--- src/rtl/tmr_wave_pkg.sv ---
`timescale 1ns/1ps
package tmr_wave_pkg;
    typedef enum logic [1:0] {
        MODE_NORMAL = 2'b00,
        MODE_PHASE  = 2'b01,
        MODE_CTC    = 2'b10,
        MODE_FAST   = 2'b11
    } cnt_mode_e;

    typedef enum logic {
        DIR_UP   = 1'b0,
        DIR_DOWN = 1'b1
    } dir_e;

    typedef enum logic [1:0] {
        ACT_NONE,
        ACT_CLEAR,
        ACT_SET,
        ACT_TOGGLE
    } oc_act_e;

    localparam logic [1:0] COM_OFF  = 2'b00;
    localparam logic [1:0] COM_ALT  = 2'b01;
    localparam logic [1:0] COM_LOW  = 2'b10;
    localparam logic [1:0] COM_HIGH = 2'b11;
endpackage

--- src/rtl/tmr_wave_cnt.sv ---
`timescale 1ns/1ps
module tmr_wave_cnt
    import tmr_wave_pkg::*;
#(
    parameter int CNT_W = 8
) (
    input  logic             clk,
    input  logic             rst_n,
    input  cnt_mode_e        mode_i,
    input  logic             top_sel_i,
    input  logic [CNT_W-1:0] cmp_a_i,
    output logic [CNT_W-1:0] cnt_o,
    output logic [CNT_W-1:0] top_o,
    output logic             at_top_o,
    output logic             at_bottom_o,
    output dir_e             dir_eff_o
);
    localparam logic [CNT_W-1:0] CNT_MAX = '1;
    localparam logic [CNT_W-1:0] ONE     = CNT_W'(1);

    logic [CNT_W-1:0] cnt_q, cnt_d;
    dir_e             dir_q, dir_d;

    always_comb begin
        top_o = CNT_MAX;
        if ((mode_i == MODE_FAST || mode_i == MODE_PHASE) && top_sel_i)
            top_o = cmp_a_i;
        else if (mode_i == MODE_CTC)
            top_o = cmp_a_i;
    end

    assign at_bottom_o = (cnt_q == '0);
    assign at_top_o    = (cnt_q >= top_o);
    assign cnt_o       = cnt_q;

    always_comb begin
        dir_d = DIR_UP;
        cnt_d = cnt_q + ONE;
        unique case (mode_i)
            MODE_NORMAL: ;
            MODE_CTC:    if (cnt_q == cmp_a_i) cnt_d = '0;
            MODE_FAST:   if (at_top_o) cnt_d = '0;
            MODE_PHASE: begin
                unique case (dir_q)
                    DIR_UP: begin
                        if (at_top_o) begin
                            dir_d = DIR_DOWN;
                            cnt_d = at_bottom_o ? '0 : cnt_q - ONE;
                        end
                    end
                    DIR_DOWN: begin
                        if (at_bottom_o) begin
                            dir_d = DIR_UP;
                            cnt_d = at_top_o ? '0 : ONE;
                        end else begin
                            dir_d = DIR_DOWN;
                            cnt_d = cnt_q - ONE;
                        end
                    end
                endcase
            end
        endcase
    end

    always_ff @(posedge clk or negedge rst_n) begin
        if (!rst_n) begin
            cnt_q <= '0;
            dir_q <= DIR_UP;
        end else begin
            cnt_q <= cnt_d;
            dir_q <= dir_d;
        end
    end

    always_comb begin
        dir_eff_o = DIR_UP;
        if (mode_i == MODE_PHASE) begin
            if (at_bottom_o)   dir_eff_o = DIR_UP;
            else if (at_top_o) dir_eff_o = DIR_DOWN;
            else               dir_eff_o = dir_q;
        end
    end

    assert_fast_wrap_R1: assert property (@(posedge clk) disable iff (!rst_n)
        (mode_i == MODE_FAST && cnt_q == top_o) |=> (cnt_q == '0));

    assert_ctc_clear_R1: assert property (@(posedge clk) disable iff (!rst_n)
        (mode_i == MODE_CTC && cnt_q == cmp_a_i) |=> (cnt_q == '0));

    assert_phase_down_R1: assert property (@(posedge clk) disable iff (!rst_n)
        (mode_i == MODE_PHASE && dir_q == DIR_DOWN && !at_bottom_o)
        |=> (cnt_q == $past(cnt_q) - ONE));
endmodule

--- src/rtl/tmr_wave_chan.sv ---
`timescale 1ns/1ps
module tmr_wave_chan
    import tmr_wave_pkg::*;
#(
    parameter int CNT_W = 8,
    parameter bit IS_A  = 1'b1
) (
    input  logic             clk,
    input  logic             rst_n,
    input  cnt_mode_e        mode_i,
    input  logic             top_sel_i,
    input  logic [1:0]       code_i,
    input  logic [CNT_W-1:0] cmp_i,
    input  logic [CNT_W-1:0] cnt_i,
    input  logic [CNT_W-1:0] top_i,
    input  logic             at_top_i,
    input  logic             at_bottom_i,
    input  dir_e             dir_eff_i,
    input  logic             ddr_i,
    output logic             ovr_o,
    output logic             drv_o,
    output logic             pin_o
);
    logic    oc_q;
    logic    match, pwm, special;
    oc_act_e act, hit_act, bot_act;

    assign match   = (cnt_i == cmp_i);
    assign pwm     = (mode_i == MODE_FAST) || (mode_i == MODE_PHASE);
    assign special = IS_A && pwm && code_i[1] && (cmp_i == top_i);
    assign hit_act = (code_i == COM_LOW) ? ACT_CLEAR : ACT_SET;
    assign bot_act = (code_i == COM_LOW) ? ACT_SET : ACT_CLEAR;

    always_comb begin
        act   = ACT_NONE;
        ovr_o = (code_i != COM_OFF);
        unique case (mode_i)
            MODE_NORMAL, MODE_CTC: begin
                if (match) begin
                    unique case (code_i)
                        COM_OFF:  act = ACT_NONE;
                        COM_ALT:  act = ACT_TOGGLE;
                        COM_LOW:  act = ACT_CLEAR;
                        COM_HIGH: act = ACT_SET;
                    endcase
                end
            end
            MODE_FAST, MODE_PHASE: begin
                if (code_i == COM_ALT) begin
                    if (IS_A && top_sel_i) begin
                        if (match) act = ACT_TOGGLE;
                    end else begin
                        ovr_o = 1'b0;
                    end
                end else if (code_i != COM_OFF) begin
                    if (mode_i == MODE_FAST) begin
                        if (match && !special)
                            act = hit_act;
                        else if (at_bottom_i || (special && at_top_i))
                            act = bot_act;
                    end else begin
                        if (special) begin
                            if (at_top_i) act = bot_act;
                        end else if (match) begin
                            act = (dir_eff_i == DIR_UP) ? hit_act : bot_act;
                        end
                    end
                end
            end
        endcase
    end

    always_ff @(posedge clk or negedge rst_n) begin
        if (!rst_n) begin
            oc_q <= 1'b0;
        end else begin
            unique case (act)
                ACT_NONE:   ;
                ACT_CLEAR:  oc_q <= 1'b0;
                ACT_SET:    oc_q <= 1'b1;
                ACT_TOGGLE: oc_q <= ~oc_q;
            endcase
        end
    end

    assign drv_o = ovr_o & ddr_i;
    assign pin_o = drv_o & oc_q;

    assert_fast_bottom_R6: assert property (@(posedge clk) disable iff (!rst_n)
        (mode_i == MODE_FAST && code_i == COM_LOW && at_bottom_i && !match) |=> oc_q);

    assert_phase_up_clear_R7: assert property (@(posedge clk) disable iff (!rst_n)
        (mode_i == MODE_PHASE && code_i == COM_LOW && match && !special
         && dir_eff_i == DIR_UP) |=> !oc_q);

    assert_top_flat_R9: assert property (@(posedge clk) disable iff (!rst_n)
        (special && code_i == COM_LOW && at_top_i) |=> oc_q);

    assert_nonpwm_toggle_R5: assert property (@(posedge clk) disable iff (!rst_n)
        (!pwm && code_i == COM_ALT && match) |=> (oc_q != $past(oc_q)));
endmodule

--- src/rtl/tmr_wave_top.sv ---
`timescale 1ns/1ps
module tmr_wave_top
    import tmr_wave_pkg::*;
#(
    parameter int CNT_W = 8
) (
    input  logic             clk,
    input  logic             rst_n,
    input  logic [2:0]       wgm_i,
    input  logic [CNT_W-1:0] cmp_a_i,
    input  logic [CNT_W-1:0] cmp_b_i,
    input  logic [1:0]       com_a_i,
    input  logic [1:0]       com_b_i,
    input  logic [1:0]       ddr_i,
    output logic [CNT_W-1:0] tcnt_o,
    output logic [1:0]       ovr_o,
    output logic [1:0]       drv_o,
    output logic [1:0]       pin_o
);
    localparam int NUM_CH = 2;

    cnt_mode_e        mode;
    logic [CNT_W-1:0] top;
    logic             at_top, at_bottom;
    dir_e             dir_eff;
    logic [CNT_W-1:0] cmp_arr [NUM_CH];
    logic [1:0]       code_arr [NUM_CH];

    assign mode        = cnt_mode_e'(wgm_i[1:0]);
    assign cmp_arr[0]  = cmp_a_i;
    assign cmp_arr[1]  = cmp_b_i;
    assign code_arr[0] = com_a_i;
    assign code_arr[1] = com_b_i;

    tmr_wave_cnt #(.CNT_W(CNT_W)) u_cnt (
        .clk        (clk),
        .rst_n      (rst_n),
        .mode_i     (mode),
        .top_sel_i  (wgm_i[2]),
        .cmp_a_i    (cmp_a_i),
        .cnt_o      (tcnt_o),
        .top_o      (top),
        .at_top_o   (at_top),
        .at_bottom_o(at_bottom),
        .dir_eff_o  (dir_eff)
    );

    for (genvar g = 0; g < NUM_CH; g++) begin : g_ch
        tmr_wave_chan #(.CNT_W(CNT_W), .IS_A(g == 0)) u_ch (
            .clk        (clk),
            .rst_n      (rst_n),
            .mode_i     (mode),
            .top_sel_i  (wgm_i[2]),
            .code_i     (code_arr[g]),
            .cmp_i      (cmp_arr[g]),
            .cnt_i      (tcnt_o),
            .top_i      (top),
            .at_top_i   (at_top),
            .at_bottom_i(at_bottom),
            .dir_eff_i  (dir_eff),
            .ddr_i      (ddr_i[g]),
            .ovr_o      (ovr_o[g]),
            .drv_o      (drv_o[g]),
            .pin_o      (pin_o[g])
        );

        assert_ddr_gate_R4: assert property (@(posedge clk) disable iff (!rst_n)
            !ddr_i[g] |-> (!pin_o[g] && !drv_o[g]));
    end
endmodule

--- config.mk ---
export PLATFORM = sky130hd
export DESIGN_NAME = tmr_wave_top
export DESIGN_NICKNAME = d
export VERILOG_FILES = /design/src/rtl/tmr_wave_pkg.sv /design/src/rtl/tmr_wave_cnt.sv /design/src/rtl/tmr_wave_chan.sv /design/src/rtl/tmr_wave_top.sv
export SDC_FILE = /design/constraint.sdc
export NUM_CORES = 1
export LEC_CHECK = 0
export CORE_MARGIN = 3
export CORE_UTILIZATION = 50
export CTS_BUF_LIST = sky130_fd_sc_hd__clkbuf_8 sky130_fd_sc_hd__clkbuf_16
export DETAILED_ROUTE_END_ITERATION = 7
export GPL_ROUTABILITY_DRIVEN = 0
export PLACE_DENSITY = 0.76
export SYNTH_ARGS = -nofsm -noshare
export SYNTH_HDL_FRONTEND = slang
export SYNTH_HIERARCHICAL = 1
export SYNTH_SLANG_ARGS = --single-unit
export TNS_END_PERCENT = 50
--- constraint.sdc ---
create_clock -name clk -period 3.33 [get_ports clk]
set_input_delay 0.666 -clock clk [delete_from_list [all_inputs] [get_ports clk]]
set_output_delay 0.666 -clock clk [all_outputs]
set_load 0.05 [all_outputs]
==> metrics.csv <==
stage,metric,value,unit
critical_path,slowest cell on the critical path,clkdlybuf4s50_1,
detailed_routing,vias,1935,
timing,Final period util,96.1,%
synthesis,syn nets,288,
placed_design,buffers added on ports,40,
synthesis,Netlist cell types,56,
global_routing,largest net degree at the start of global routing,21,
pwr,Reg power frac,20.7,%
synthesis,Synth Instances,242,
cts,total CTS buffers,3,
pwr,Switch Pwr,0.592,mW
timing,fin crit period,3.20,ns
synthesis,synthesized area,1900,um^2
detailed_routing,1st-iter DRT viols,110,
final_layout,layout cells sized above 1,18.2,%
min_path,hold depth,1,
synthesis,Post-synth EDFFs,0,
critical_path,CP bufs+invs,4,
synthesis,Synth area leader,dfrtp_1,
pwr,power share of the combinational group,68.0,%
synthesis,Ys Warns,6,
min_path,HP Class,reg2reg,
timing,clk_skew,0.00333,ns
global_routing,total track usage,23.6,%
timing,worst slew pin tran,0.629,ns
pwr,pwr dens,449,nW/um^2
critical_path,cell repeated most along the worst path,buf_4,
cts,H-tree depth,1,
die,io pins,41,
critical_path,worst path cell trace,clkdlybuf4s50_1 > mux2i_4 > buf_4 > or2_2 > inv_1 > ha_1 > a21oi_2 > o21ai_2 > nor2_2 > a21oi_4 > buf_4 > nand2b_1 > nand3_1 > o211a_1 > o22ai_1 > o2bb2ai_1,
pwr,P_int,0.587,mW
global_routing,antenna violations before repair,0,
cts,clock sinks,11,
pwr,peak supply drop,589,uV
final_layout,Area Overhead vs Synth,38.6,%
synthesis,Async SR Flop Fraction,100,%
critical_path,worst-path fanout max,5,
pwr,power share of the clock group,11.3,%
critical_path,crit path DAT,3.36,ns
detailed_routing,drt wl/cell,15.0,um
placed_design,DP HPWL,4020,um
global_routing,vias in the first global route,1786,
timing,"Hold Vio Cnt, Final",0,
final_layout,fillcell total,272,
detailed_routing,drt via density,5.56,
detailed_routing,Routed WL,5230,um
critical_path,cell family with most CP delay,buffers and inverters,
synthesis,top post-synthesis cells by count,"26 x xor2_1, 23 x inv_1, 19 x ha_1",
critical_path,type of the worst setup path,in2reg,
job,number of max-cap violations,0,
global_routing,total grt overflow,0,
pwr,net switching fraction of the power,50.2,%
final_layout,ant diodes,0,
pwr,Static Leakage,1.21,nW
synthesis,ranking of synthesized cells by area,"dfrtp_1 15%, ha_1 13%, xor2_1 12%, inv_1 4.6%, xnor2_1 4.2%",
die,full die area,4570,um^2
critical_path,CP startpoint,wgm_i[1],
detailed_routing,DRC Markers,0,
detailed_routing,Initial DRT Pass Iterations,4,
global_routing,global-route wire length before repair,8260,um
timing,max-slew violations,0,
timing,normalized max-slew margin,57.8,%
synthesis,register bit total from synthesis,11,
die,Die Y,67.6,um
synthesis,most numerous cell in the Yosys netlist,xor2_1,
detailed_routing,"antenna viol nets, final",0,
die,Starting Density,54.3,%
timing,"Setup violations, final",0,
final_layout,Finished Core Util,75.2,%
critical_path,critical path's largest stage delay,0.54,ns
timing,setup total negative slack,0,ns
die,core area,3490,um^2
min_path,hold path start,u_cnt/dir_q,
placed_design,DP Worst Slack,-0.185,ns
cts,clk root buf,clkbuf_8,
synthesis,Avg Synthesized Cell Area,7.84,um^2
critical_path,worst flop-to-flop path startpoint,u_cnt/cnt_o[1],
cts,clk slew on worst S/H paths,0.05,ns
critical_path,crit start category,input port,
cts,CTS tree,yes,
synthesis,Yosys top cell area share,14.5,%
critical_path,Stages on worst setup path,16,
die,Die X,67.6,um
final_layout,# nets final,349,
cts,Clock Latency Late Sink,0.24,ns
cts,Max Root-Sink Buffers,2,
critical_path,R2R depth,11,
synthesis,register area share after synthesis,14.5,%
final_layout,Register Area,275,um^2
timing,PnR worst setup slack,0.131,ns
critical_path,Critical Path End Type,register,
outcome,run status,completed,
critical_path,CP Data Required Time,3.50,ns
final_layout,Multi-input gate area,1510,um^2
die,Rows,21,
synthesis,top_reg_cell synth,dfrtp_1,
timing,f_max,313,MHz
## cells by family after synthesis
group / Yosys count / share of synthesized area, %
multiplexers: 3 / 1.58
AND/OR/NAND/NOR: 92 / 29.0
flip-flops: 11 / 14.5
AO/OA/AOI/OAI: 50 / 18.9
XOR/XNOR: 35 / 16.2
buffers and inverters: 32 / 7.39
adder cells (fa/ha/maj): 19 / 12.5
## through the flow
stage                     total power [mW]  instances  hold slack (ns)  area, um^2
after floorplan                      0.778        242            0.370        1900
after CTS                             1.17        348            0.516        2600
final                                 1.18        348            0.547        2630
after global routing                  1.26        348            0.574        2630
after detailed placement              1.04        344            0.507        2550
after global placement                1.02        344            0.500        2550
## power groups by stage
stage / clock network (mW) / registers (mW) / logic [mW]
final: 0.133 / 0.244 / 0.802
after global routing: 0.143 / 0.254 / 0.866
after CTS: 0.135 / 0.243 / 0.795
after detailed placement: 0 / 0.246 / 0.790
after global placement: 0 / 0.246 / 0.771
after floorplan: 0 / 0.328 / 0.449
## flip-flops by register name, summed over array words and instances (netlist names)
| signal | flops |
|---|---|
| u_cnt/cnt_o | 8 |
| g_ch.u_ch/oc_q | 2 |
| u_cnt/dir_q | 1 |
## path summary, 6_finish.rpt
| path | to | slack (ns) |
|---|---|---|
| setup / recovery | g_ch[0].u_ch/oc_q | 0.13 |
| hold / removal | u_cnt/dir_q | 0.55 |
| setup reg to reg | g_ch[0].u_ch/oc_q | 0.70 |
| hold reg to reg | u_cnt/dir_q | 0.55 |
| max in group asynchronous | g_ch[0].u_ch/oc_q | 2.21 |
| min in group asynchronous | u_cnt/cnt_o[7] | 0.77 |
## repair_timing
| action | in CTS | in global routing |
|---|---|---|
| resized for setup | 0 | 8 |
| endpoints found under the setup margin | 0 | 2 |
| setup buffers | 0 | 0 |
| hold buffers | 0 | 0 |
## routing by layer
metal | vias to the layer above | global-route usage [%] | share of wire [%]
li1 | 975 | - | -
met1 | 885 | 33.9 | 47
met2 | 68 | 37.7 | 48
met3 | 7 | 1.83 | 4.7
met4 | 0 | 6.33 | 0.73
met5 | - | 0 | 0
## final cells by class
type                    instances  share of cell area, %
clock inverters                 1                  0.143
well taps                      46                   2.19
flip-flops and latches         11                   10.5
clock buffers                   3                   1.57
inverters                      23                   3.28
repair buffers                 65                   24.8
multi-input cells             199                   57.6
## layout by cell type, fill, tap and decap left out, types with 4 or more instances in the layout
master,n
buf_12,6
nand2_1,13
nor3_1,5
clkdlybuf4s50_1,33
ha_1,19
xor2_1,26
nand3_1,11
nor2b_1,4
and3_1,6
inv_1,24
nand2b_1,7
nor2_1,17
a21oi_1,10
xnor2_1,9
dfrtp_1,11
buf_4,25
o21ai_0,9
Power figures use the tool's default switching activity.
